[src/rtl/oobtx_pkg.sv]
package oobtx_pkg;

   // control register bit positions (software visible)
   localparam int CTL_EN    = 7;
   localparam int CTL_GO    = 6;
   localparam int CTL_IE    = 5;
   localparam int CTL_ERR   = 3;
   localparam int CTL_CHDIS = 2;
   localparam int CTL_DONE  = 1;
   localparam int CTL_BUSY  = 0;

   // bytes of header preceding the payload on the stream
   localparam int HDR_BYTES = 3;
   localparam int LEN_W     = 12;

   typedef struct packed {
      logic [7:0] kind;
      logic [7:0] taglen;
      logic [7:0] lenlo;
   } oob_hdr_t;

   typedef struct packed {
      logic en;
      logic ie;
      logic err;
      logic chdis;
      logic done;
   } oob_ctl_t;

endpackage

[src/rtl/oobtx_regs.sv]
module oobtx_regs
   import oobtx_pkg::*;
#(
   parameter int                ADDR_W   = 8,
   parameter logic [ADDR_W-1:0] CTL_ADDR = 8'h80
) (
   input  logic              clk,
   input  logic              rst_n,
   input  logic              bus_wr,
   input  logic [ADDR_W-1:0] bus_addr,
   input  logic [7:0]        bus_wdata,
   input  logic              busy,
   input  logic              set_done,
   input  logic              set_err,
   input  logic              set_chdis,
   output oob_hdr_t          hdr_q,
   output oob_ctl_t          ctl_q,
   output logic              start,
   output logic [7:0]        reg_rdata
);

   localparam logic [ADDR_W-1:0] A_KIND = CTL_ADDR + ADDR_W'(1);
   localparam logic [ADDR_W-1:0] A_TL   = CTL_ADDR + ADDR_W'(2);
   localparam logic [ADDR_W-1:0] A_LEN  = CTL_ADDR + ADDR_W'(3);

   logic wr_ctl, wr_kind, wr_tl, wr_len;

   always_comb begin
      wr_ctl  = bus_wr && (bus_addr == CTL_ADDR);
      wr_kind = bus_wr && !busy && (bus_addr == A_KIND);
      wr_tl   = bus_wr && !busy && (bus_addr == A_TL);
      wr_len  = bus_wr && !busy && (bus_addr == A_LEN);
   end

   // go is honoured only against the enable value held before this write
   assign start = wr_ctl && bus_wdata[CTL_GO] && ctl_q.en && !busy;

   always_ff @(posedge clk or negedge rst_n) begin
      if (!rst_n) begin
         ctl_q <= '0;
         hdr_q <= '0;
      end else begin
         if (wr_ctl) begin
            ctl_q.en <= bus_wdata[CTL_EN];
            ctl_q.ie <= bus_wdata[CTL_IE];
            if (bus_wdata[CTL_DONE])  ctl_q.done  <= 1'b0;
            if (bus_wdata[CTL_ERR])   ctl_q.err   <= 1'b0;
            if (bus_wdata[CTL_CHDIS]) ctl_q.chdis <= 1'b0;
         end
         // hardware events win over a same-cycle clear
         if (set_done)  ctl_q.done  <= 1'b1;
         if (set_err)   ctl_q.err   <= 1'b1;
         if (set_chdis) ctl_q.chdis <= 1'b1;
         if (wr_kind) hdr_q.kind   <= bus_wdata;
         if (wr_tl)   hdr_q.taglen <= bus_wdata;
         if (wr_len)  hdr_q.lenlo  <= bus_wdata;
      end
   end

   always_comb begin
      reg_rdata = '0;
      if (bus_addr == CTL_ADDR) begin
         reg_rdata[CTL_EN]    = ctl_q.en;
         reg_rdata[CTL_GO]    = 1'b0;
         reg_rdata[CTL_IE]    = ctl_q.ie;
         reg_rdata[CTL_ERR]   = ctl_q.err;
         reg_rdata[CTL_CHDIS] = ctl_q.chdis;
         reg_rdata[CTL_DONE]  = ctl_q.done;
         reg_rdata[CTL_BUSY]  = busy;
      end else if (bus_addr == A_KIND) begin
         reg_rdata = hdr_q.kind;
      end else if (bus_addr == A_TL) begin
         reg_rdata = hdr_q.taglen;
      end else if (bus_addr == A_LEN) begin
         reg_rdata = hdr_q.lenlo;
      end
   end

   // a written 1 clears done unless the engine sets it the same cycle
   assert_w1c_clear_R8: assert property (@(posedge clk) disable iff (!rst_n)
      (wr_ctl && bus_wdata[CTL_DONE] && !set_done) |=> !ctl_q.done);

   // a written 0 leaves done as it was
   assert_w1c_keep_R8: assert property (@(posedge clk) disable iff (!rst_n)
      (wr_ctl && !bus_wdata[CTL_DONE] && ctl_q.done) |=> ctl_q.done);

   // header frozen while a message is in flight
   assert_hdr_locked_R11: assert property (@(posedge clk) disable iff (!rst_n)
      (busy && bus_wr) |=> $stable(hdr_q));

endmodule

[src/rtl/oobtx_buffer.sv]
module oobtx_buffer #(
   parameter int DEPTH         = 80,
   parameter bit RESET_CONTENT = 1'b1,
   parameter bit READBACK      = 1'b1
) (
   input  logic                     clk,
   input  logic                     rst_n,
   input  logic                     wr_en,
   input  logic [$clog2(DEPTH)-1:0] wr_addr,
   input  logic [7:0]               wr_data,
   input  logic [$clog2(DEPTH)-1:0] bus_raddr,
   output logic [7:0]               bus_rdata,
   input  logic [$clog2(DEPTH)-1:0] seq_raddr,
   output logic [7:0]               seq_rdata
);

   localparam int            AW  = $clog2(DEPTH);
   localparam logic [AW:0]   LIM = (AW+1)'(DEPTH);

   logic [7:0] mem [DEPTH];
   logic       wr_ok;

   assign wr_ok = wr_en && ({1'b0, wr_addr} < LIM);

   if (RESET_CONTENT) begin : g_rst_mem
      always_ff @(posedge clk or negedge rst_n) begin
         if (!rst_n) begin
            for (int i = 0; i < DEPTH; i++) mem[i] <= '0;
         end else if (wr_ok) begin
            mem[wr_addr] <= wr_data;
         end
      end
   end else begin : g_plain_mem
      logic unused_rst;
      assign unused_rst = rst_n;
      always_ff @(posedge clk) begin
         if (wr_ok) mem[wr_addr] <= wr_data;
      end
   end

   assign seq_rdata = ({1'b0, seq_raddr} < LIM) ? mem[seq_raddr] : '0;

   if (READBACK) begin : g_readback
      assign bus_rdata = ({1'b0, bus_raddr} < LIM) ? mem[bus_raddr] : '0;
   end else begin : g_no_readback
      logic [AW-1:0] unused_raddr;
      assign unused_raddr = bus_raddr;
      assign bus_rdata    = '0;
   end

endmodule

[src/rtl/oobtx_seq.sv]
module oobtx_seq
   import oobtx_pkg::*;
#(
   parameter int DEPTH = 80
) (
   input  logic                     clk,
   input  logic                     rst_n,
   input  logic                     start,
   input  oob_hdr_t                 hdr,
   input  logic                     host_chan_off,
   input  logic                     tx_ready,
   input  logic [7:0]               buf_rdata,
   output logic [$clog2(DEPTH)-1:0] buf_raddr,
   output logic                     busy,
   output logic                     tx_valid,
   output logic [7:0]               tx_data,
   output logic                     tx_last,
   output logic                     set_done,
   output logic                     set_err,
   output logic                     set_chdis
);

   localparam int AW    = $clog2(DEPTH);
   localparam int IDX_W = $clog2(DEPTH + HDR_BYTES);
   localparam int CMP_W = LEN_W + 1;

   logic [IDX_W-1:0] idx_q;
   logic [IDX_W-1:0] pay_idx;
   logic [LEN_W-1:0] msg_len;
   logic [CMP_W-1:0] last_idx;
   logic             len_bad;
   logic             at_last;
   logic             fire;

   assign msg_len  = {hdr.taglen[3:0], hdr.lenlo};
   assign len_bad  = msg_len > LEN_W'(DEPTH);
   assign last_idx = {1'b0, msg_len} + CMP_W'(HDR_BYTES - 1);
   assign at_last  = (CMP_W'(idx_q) == last_idx);
   assign pay_idx  = idx_q - IDX_W'(HDR_BYTES);
   assign buf_raddr = AW'(pay_idx);

   assign tx_valid = busy;
   assign tx_last  = busy && at_last;
   assign fire     = busy && tx_ready && !host_chan_off;

   always_comb begin
      case (idx_q)
         IDX_W'(0): tx_data = hdr.kind;
         IDX_W'(1): tx_data = hdr.taglen;
         IDX_W'(2): tx_data = hdr.lenlo;
         default:   tx_data = buf_rdata;
      endcase
   end

   assign set_err   = start && len_bad;
   assign set_done  = (start && len_bad) || (fire && at_last);
   assign set_chdis = busy && host_chan_off;

   always_ff @(posedge clk or negedge rst_n) begin
      if (!rst_n) begin
         busy  <= 1'b0;
         idx_q <= '0;
      end else if (busy) begin
         if (host_chan_off) begin
            busy <= 1'b0;
         end else if (fire) begin
            if (at_last) busy  <= 1'b0;
            else         idx_q <= idx_q + IDX_W'(1);
         end
      end else if (start && !len_bad) begin
         busy  <= 1'b1;
         idx_q <= '0;
      end
   end

   // stalled byte holds
   assert_hold_R5: assert property (@(posedge clk) disable iff (!rst_n)
      (tx_valid && !tx_ready && !host_chan_off) |=>
         (tx_valid && $stable(tx_data) && $stable(tx_last)));

   // never walks past the final byte
   assert_idx_bound_R4: assert property (@(posedge clk) disable iff (!rst_n)
      busy |-> (CMP_W'(idx_q) <= last_idx));

   // channel-off abandons the message
   assert_abort_R9: assert property (@(posedge clk) disable iff (!rst_n)
      (busy && host_chan_off) |=> !tx_valid);

endmodule

[src/rtl/oob_upstream_tx.sv]
module oob_upstream_tx
   import oobtx_pkg::*;
#(
   parameter int                BUF_DEPTH    = 80,
   parameter int                ADDR_W       = 8,
   parameter logic [ADDR_W-1:0] CTL_ADDR     = 8'h80,
   parameter bit                RESET_BUF    = 1'b1,
   parameter bit                BUF_READBACK = 1'b1
) (
   input  logic              clk,
   input  logic              rst_n,
   input  logic              bus_wr,
   input  logic [ADDR_W-1:0] bus_addr,
   input  logic [7:0]        bus_wdata,
   output logic [7:0]        bus_rdata,
   input  logic              host_chan_off,
   output logic              tx_valid,
   input  logic              tx_ready,
   output logic [7:0]        tx_data,
   output logic              tx_last,
   output logic              irq
);

   localparam int                BUF_AW  = $clog2(BUF_DEPTH);
   localparam logic [ADDR_W-1:0] BUF_END = ADDR_W'(BUF_DEPTH);

   // elaboration-time parameter checks
   if (BUF_DEPTH < 2 || BUF_DEPTH > 4095) begin : g_bad_depth
      $error("BUF_DEPTH must lie in 2..4095");
   end
   if (BUF_DEPTH > int'(CTL_ADDR)) begin : g_bad_overlap
      $error("staging buffer overlaps the control registers");
   end
   if (int'(CTL_ADDR) + 3 >= (1 << ADDR_W)) begin : g_bad_addr
      $error("header registers fall outside the address space");
   end

   oob_hdr_t          hdr_q;
   oob_ctl_t          ctl_q;
   logic              start, busy;
   logic              set_done, set_err, set_chdis;
   logic [7:0]        reg_rdata, buf_bus_rdata, buf_seq_rdata;
   logic [BUF_AW-1:0] seq_raddr;
   logic              buf_hit, buf_wr;

   assign buf_hit = bus_addr < BUF_END;
   assign buf_wr  = bus_wr && buf_hit && !busy;

   oobtx_regs #(
      .ADDR_W   (ADDR_W),
      .CTL_ADDR (CTL_ADDR)
   ) u_regs (
      .clk       (clk),
      .rst_n     (rst_n),
      .bus_wr    (bus_wr),
      .bus_addr  (bus_addr),
      .bus_wdata (bus_wdata),
      .busy      (busy),
      .set_done  (set_done),
      .set_err   (set_err),
      .set_chdis (set_chdis),
      .hdr_q     (hdr_q),
      .ctl_q     (ctl_q),
      .start     (start),
      .reg_rdata (reg_rdata)
   );

   oobtx_buffer #(
      .DEPTH         (BUF_DEPTH),
      .RESET_CONTENT (RESET_BUF),
      .READBACK      (BUF_READBACK)
   ) u_buf (
      .clk       (clk),
      .rst_n     (rst_n),
      .wr_en     (buf_wr),
      .wr_addr   (BUF_AW'(bus_addr)),
      .wr_data   (bus_wdata),
      .bus_raddr (BUF_AW'(bus_addr)),
      .bus_rdata (buf_bus_rdata),
      .seq_raddr (seq_raddr),
      .seq_rdata (buf_seq_rdata)
   );

   oobtx_seq #(
      .DEPTH (BUF_DEPTH)
   ) u_seq (
      .clk           (clk),
      .rst_n         (rst_n),
      .start         (start),
      .hdr           (hdr_q),
      .host_chan_off (host_chan_off),
      .tx_ready      (tx_ready),
      .buf_rdata     (buf_seq_rdata),
      .buf_raddr     (seq_raddr),
      .busy          (busy),
      .tx_valid      (tx_valid),
      .tx_data       (tx_data),
      .tx_last       (tx_last),
      .set_done      (set_done),
      .set_err       (set_err),
      .set_chdis     (set_chdis)
   );

   assign bus_rdata = buf_hit ? buf_bus_rdata : reg_rdata;
   assign irq       = ctl_q.ie && (ctl_q.done || ctl_q.chdis);

   // final handshake leads to done with the stream closed
   assert_done_after_last_R6: assert property (@(posedge clk) disable iff (!rst_n)
      (tx_valid && tx_ready && tx_last && !host_chan_off) |=> (ctl_q.done && !tx_valid));

   // a refused length never offers a byte
   assert_err_silent_R7: assert property (@(posedge clk) disable iff (!rst_n)
      $rose(ctl_q.err) |-> !tx_valid);

   // interrupt holds until the control register is written
   assert_irq_hold_R10: assert property (@(posedge clk) disable iff (!rst_n)
      (irq && !(bus_wr && bus_addr == CTL_ADDR)) |=> irq);

endmodule

[config.mk]
export PLATFORM = sky130hd
export DESIGN_NAME = oob_upstream_tx
export DESIGN_NICKNAME = d
export VERILOG_FILES = /design/src/rtl/oobtx_pkg.sv /design/src/rtl/oobtx_regs.sv /design/src/rtl/oobtx_buffer.sv /design/src/rtl/oobtx_seq.sv /design/src/rtl/oob_upstream_tx.sv
export SDC_FILE = /design/constraint.sdc
export NUM_CORES = 1
export LEC_CHECK = 0
export BUFFER_PORTS_ARGS = -buffer_cell sky130_fd_sc_hd__buf_2
export CAP_MARGIN = 20
export CELL_PAD_IN_SITES_DETAIL_PLACEMENT = 2
export CELL_PAD_IN_SITES_GLOBAL_PLACEMENT = 2
export CORE_ASPECT_RATIO = 1.75
export CORE_MARGIN = 10
export CORE_UTILIZATION = 47
export CTS_CLUSTER_DIAMETER = 200
export DETAILED_ROUTE_END_ITERATION = 16
export PLACE_DENSITY_LB_ADDON = 0.2
export SLEW_MARGIN = 20
export SYNTH_ARGS = -nofsm -noshare
export SYNTH_HDL_FRONTEND = slang
export SYNTH_SLANG_ARGS = --single-unit
export TNS_END_PERCENT = 30
[constraint.sdc]
create_clock -name clk -period 4.2 [get_ports clk]
set_clock_uncertainty 0.05 [all_clocks]
set_input_delay 0 -clock clk [delete_from_list [all_inputs] [get_ports clk]]
set_output_delay 0 -clock clk [all_outputs]
set_load 0.05 [all_outputs]
Word-level counts from Yosys, hierarchy flattened

Index checks and enable logic that the tools add are counted.
Widths: inputs -> output; s select.

Bits in registers: 677
Bits in latches: 0
Memory bits (writable): 0
Bits in read-only memories: 0
Input bits: 21
Output and inout bits: 19
Logic and storage cells: 185
Memories kept: 0

Add/subtract/negate cells: 3
Multipliers: 0
Div/mod/pow operators: 0
Order comparisons: 7
Equality and inequality tests: 10
Shifts and indexed selects: 0
Multiplexer cells: 36
Bitwise gates (word level): 2
Reductions and logical operators: 37

Operators with widths:

| operator              | count |
|---|---|
| $bwmux 640            | 1 |
| $bmux 8 s7            | 2 |
| $mux 8                | 11 |
| $demux 8 s7           | 1 |
| $mux 7                | 5 |
| $eq 8x8->1 const B    | 4 |
| $pmux 8 s3            | 1 |
| $logic_and 1x1->1     | 20 |
| $ge 8x8->1 const B    | 2 |
| $not 7->8             | 2 |
| $lt 7x7->1 const B    | 2 |
| $reduce_bool 2->1     | 7 |
| $add 12x2->13 const B | 1 |
| $eq 7x13->1           | 1 |
| $gt 12x7->1 const B   | 1 |
| $mux 1                | 12 |
| $lt 8x1->1 const B    | 1 |
| $lt 8x7->1 const B    | 1 |
| $add 7x1->7 const B   | 1 |
| $eq 7x1->1 const B    | 1 |
| $eq 7x2->1 const B    | 1 |
| $logic_not 7->1       | 1 |
| $sub 7x2->7 const B   | 1 |
| $mux 3                | 2 |
| 6 further kinds       | 13 |

Depth between registers and ports, before layout

Depth after elaboration: 9
Gate-level depth with buffers: 17
Gate-level depth less buffers: 8

Hierarchy

Synthesis repeated with hierarchy kept, for this count alone.

Cell total of the unflattened synthesis: 2650
Area, all modules: 37878.8 µm²

By module, submodules not included:

| module          | instances | cells an instance | area an instance (µm²) | seq. area each (µm²) |
|---|---|---|---|---|
| oobtx_buffer    | 1         | 2380              | 35087.4                | 16015.4 |
| oobtx_regs      | 1         | 96                | 1446.4                 | 725.7 |
| oobtx_seq       | 1         | 143               | 1132.3                 | 200.2 |
| oob_upstream_tx | 1         | 31                | 212.7                  | 0.0 |

Least setup slack after synthesis

OpenSTA, ideal clock, no wires.

Path type: register -> output
From: register u_seq.idx_q[0]
To: output tx_data[5]
Arrival time: 3.789 ns
Data required time: 4.150 ns
Setup slack: 0.361 ns
Stages on the path, launching flop included: 18
Path buffers: 10
Path through: dfrtp_1 > buf_6 > buf_6 > buf_4 > buf_2 > buf_2 > inv_1 > ha_1 > buf_4 > buf_4 > buf_4 > buf_4 > buf_4 > mux4_2 > nand2_1 > a31oi_1 > o211ai_1 > o21ai_1

Longest elaborated chain between the ends: 7
Elaborated cells between the ends (all ways): 11
Classes of those cells: add/sub (1); order compare (1); eq/ne (2); mux (5); bitwise (1); reduce/logical (1)

Ends and longest elaborated chain:

| item                                      | line                  | text |
|---|---|---|
| start: declaration                        | oobtx_seq.sv:27       | `logic [IDX_W-1:0] idx_q;` |
| start signal: assignment                  | oobtx_seq.sv:68       | `else idx_q <= idx_q + IDX_W'(1);` |
| $sub 7x2->7                               | oobtx_seq.sv:39       | `assign pay_idx = idx_q - IDX_W'(HDR_BYTES);` |
| $not 7->8 (not written as such)           | oobtx_buffer.sv:41    | `assign seq_rdata = ({1'b0, seq_raddr} < LIM) ? mem[seq_raddr] : '0;` |
| $bmux 8 s7                                | oobtx_buffer.sv:41    |  |
| $mux 8 (not written as such) (2 in a row) | oobtx_buffer.sv:41    |  |
| $mux 8                                    | oobtx_buffer.sv:41    |  |
| $pmux 8 s3 *                              | oobtx_seq.sv:47       | `case (idx_q)` |
| end: declaration                          | oob_upstream_tx.sv:19 | `output logic [7:0] tx_data,` |

Every way passes the cells marked *; elsewhere a longest branch is shown, timed or not. The select of a mux whose other input is x is not followed.

Final worst setup path

From: register u_seq.idx_q[0]
To: output tx_data[3]

Same word-level chain as after synthesis.

==> flow_summary_export.csv <==
group,metric,value,unit
grt,grt_max_degree,110,
timing,fin_ws,-0.0480,ns
clock_network,cts.reportedPaths.clkPinSlew,0.07,ns
clock_network,clk-insertion-delay-late,0.67,ns
timing,timing.fmax,235,MHz
power,ir_drop,0.322,mV
timing,rsz0062_at_grt,"yes",
place,port_buffers,39,
run_status,status,"finished with violations",
synthesis,synth_edf_count,0,
synthesis,post_synth_instance_area,38000,um^2
clock_network,clk_root_buffer_cell,"sky130_fd_sc_hd__clkbuf_16",
grt,globalRoute.totalOverflow,0,
grt,grt_use_total,34.7,%
timing,report.final.slew_viol_count,0,
min_path,worst_hold_path.num_cells,5,
clock_network,clockBufferDepth,3,
timing,max_slew_margin,18.6,%
power,overall_power,0.0152,W
grt,grt_pass1_vias,31013,
setup_path,timing.critical_path.slowest_stage_cell,"sky130_fd_sc_hd__mux4_2",
timing,worst_pin_slew,1.22,ns
synthesis,yosys_warnings,0,
synthesis,synth_top_cell_area_share,44.6,%
grt,grt_first_pass_wirelength,235000,um
setup_path,worst-setup-path-type,"flop to output port",
floorplanning,rows,137,
run_status,violations_in_the_final_reports,"setup timing",
clock_network,numCtsBuffers,69,
synthesis,dominantRegCellSynth,"sky130_fd_sc_hd__dfrtp_1",
setup_path,arrival,4.20,ns
floorplanning,io_pins,40,
drt,first_pass_iters,6,
timing,final_hold_viol_count,0,
setup_path,worstRegToRegCells,8,
cells_and_area,fillcell_total,7258,
grt,grt_antenna_before_repair,4,
clock_network,post-cts-setup-buffers,0,
setup_path,timing.critical_path.required,4.15,ns
synthesis,synthesis.instances,2757,
min_path,min-delay-path-class,"primary input to flop",
setup_path,crit_path_frequent_cell,"sky130_fd_sc_hd__a21oi_1",
synthesis,synth_top_cell_by_area,"sky130_fd_sc_hd__dfrtp_1",
drt,drc,0,
power,power.static_leakage,19.4,nW
timing,layout_min_cycle_time,4.25,ns
min_path,hold_path.startpoint,"bus_addr[7]",
floorplanning,chipHeight,396,um
drt,first_iter_violations,2916,
synthesis,syn_nets,2783,
setup_path,reg2reg_setup_slack,1.27,ns
floorplanning,core,79900,um^2
setup_path,critical_path_sink_type,"output port",
timing,final-setup-viol-count,1,
floorplanning,die_area,93000,um^2
setup_path,critical_path.cell_chain,"inv_1, ha_4, buf_12, buf_8, mux4_2, mux2i_1, a21oi_1, a21oi_1, o21ai_1, buf_2",
floorplanning,initial_core_utilization,47.5,%
power,areal_power_density_over_the_cells,359,nW/um^2
synthesis,synth.area.top_cells,"sky130_fd_sc_hd__dfrtp_1, sky130_fd_sc_hd__mux2_2, sky130_fd_sc_hd__mux4_2",
clock_network,htree_num_levels,3,
setup_path,cpPeakStageDelay,0.54,ns
drt,ant_nets,0,
synthesis,async_reset_ff_share,100,%
setup_path,crit_reg_reg_startpoint,"u_regs.hdr_q[1]",
clock_network,clock_sinks,677,
place,preCtsSetupSlack,0.573,ns
drt,wirelength,164000,um
drt,post_drt_wl_per_cell,42.1,um
cells_and_area,syn_to_final_growth,11.3,%
cells_and_area,final_nets,2817,
flow_run,drv.max_cap_violation_count,0,
floorplanning,fp.dieW,235,um
synthesis,synth.lib_cells_used.distinct,79,
clock_network,clock_tree_from_tritoncts,"done",
timing,finalCritPeriodShare,101,%
place,post-dp-hpwl,110000,um
synthesis,ys_ff_latch,677,
setup_path,startpoint_type,"flop",
setup_path,timing.critical_path.fanout_max,20,
synthesis,avgSynthCellArea,13.8,um^2
setup_path,r2r-end,"u_seq.idx_q[6]",
timing,final.setup.tns,-0.0480,ns
synthesis,sequential_share_of_the_synthesized_area,44.6,%
cells_and_area,post_route_cells_drive_above_1_share,48.0,%
min_path,sink_of_the_worst_hold_path,"u_regs.ctl_q[2]",
drt,detailroute.via_count,28037,
drt,route.detailed.vias_per_inst,7.21,
place,finalWeightedCongestion,0.950,
-- placed cells by master (no fill, tap or decap), drive strengths merged, types with 20 or more instances in the layout --
cell type	n
clkbuf	100
nand3	21
o22ai	23
a211oi	22
a221oi	50
mux4	245
a22oi	47
o21ai	63
mux2i	97
mux2	716
nor2	110
and2	20
nor3	28
buf	185
dfrtp	677
nand2	138
a21oi	68
-- through the flow --
| stage | instances | hold WS (ns) | util [%] | area (um^2) |
|---|---|---|---|---|
| after global routing | 3886 | 0.0797 | 52.9 | 42300 |
| final | 3889 | 0.0363 | 52.9 | 42300 |
| after floorplan | 2757 | -0.346 | - | 38000 |
| after CTS | 3882 | 0.0143 | 52.8 | 42200 |
| after detailed placement | 3747 | 0.0673 | 49.7 | 39700 |
| after global placement | 3747 | 0.0570 | 49.7 | 39700 |
-- flip-flops by register name, summed over array words and instances (netlist names) --
register      cells
u_buf.mem       640
u_regs.hdr_q     24
u_seq.busy        1
u_regs.ctl_q      5
u_seq.idx_q       7
-- kinds of logic (layout without fill, tap and decap cells) --
group                    after synthesis  in the layout  share of synthesized area, %
other                                  0              3                             0
AND/OR/NAND/NOR                      380            380                          6.15
adder cells (fa/ha/maj)                5              5                         0.165
AO/OA/AOI/OAI                        378            378                          7.00
buffers and inverters                242            329                          3.33
XOR/XNOR                              17             17                         0.392
multiplexers                        1058           1058                          38.3
flip-flops                           677            677                          44.6
-- synthesized netlist by cell type (all sizes together) (3+ instances only) --
library cell,number
or3,6
xor2,6
mux2,716
buf,131
a21oi,68
o22a,3
dfrtp,677
a221o,10
a31oi,16
nor4b,3
nor3,28
a21o,3
clkbuf,104
mux2i,97
ha,5
o22ai,23
and2,20
mux4,245
o211ai,16
inv,7
nor4,9
a22oi,47
a211oi,22
o31ai,3
o221ai,12
nand2b,11
o21ai,63
a22o,15
and3,9
nand3,21
nand2,138
o2111ai,4
nor2b,15
xnor2,11
a221oi,50
nand4,4
nor2,110
-- where the power goes --
part	internal (W)	switching [W]	total, W
Sequential	0.00673	0.000224	0.00695
Clock	0.00375	0.00285	0.00660
Combinational	0.000584	0.00104	0.00163
-- area by class of cell --
class / instances / area (um^2) / area share, %
well taps: 1042 / 1300 / 3.09
multi-input cells: 1838 / 19900 / 47.0
clock inverters: 24 / 297 / 0.702
inverters: 7 / 26.3 / 0.0622
repair buffers: 198 / 1770 / 4.18
diodes: 3 / 7.51 / 0.0178
clock buffers: 100 / 2040 / 4.82
flip-flops and latches: 677 / 16900 / 40.1
-- worst max-delay path, delay by kind of cell (launching register included) --
family	cells	cell delay [ns]
AOI/OAI and AO/OA	3	0.76
adders and majority gates	1	0.50
buffers and inverters	4	0.96
DFF	1	0.50
muxes	2	0.77
-- how the worst max path moves through the flow --
stage / slack [ns] / from / cells past startpoint / end
detailed placement: 0.57 / u_seq.idx_q[0] / 10 / tx_data[3]
finish: -0.05 / u_seq.idx_q[0] / 10 / tx_data[3]
floorplan: 0.36 / u_seq.idx_q[0] / 17 / tx_data[5]
global placement: 0.67 / u_seq.idx_q[0] / 11 / tx_data[4]
global route: -0.13 / u_seq.idx_q[0] / 11 / tx_data[3]
CTS: 0.0009 / u_seq.idx_q[0] / 9 / tx_data[3]
-- per-layer routing --
| metal | part of all wire (%) | vias up | global-route usage (%) |
|---|---|---|---|
| met4 | 9.0 | 4 | 27.8 |
| met1 | 34 | 15120 | 37.5 |
| met2 | 50 | 1582 | 58.4 |
| met5 | 0.019 | - | 0 |
| li1 | - | 10693 | - |
| met3 | 7.2 | 638 | 7.08 |
-- repair_timing --
action	CTS	global route
endpoints found under the setup margin	6	6
hold buffers	11	2
pin swaps	1	0
resized for setup	4	4
hold endpoints to repair	222	18
(Power assumes the default switching activity.)
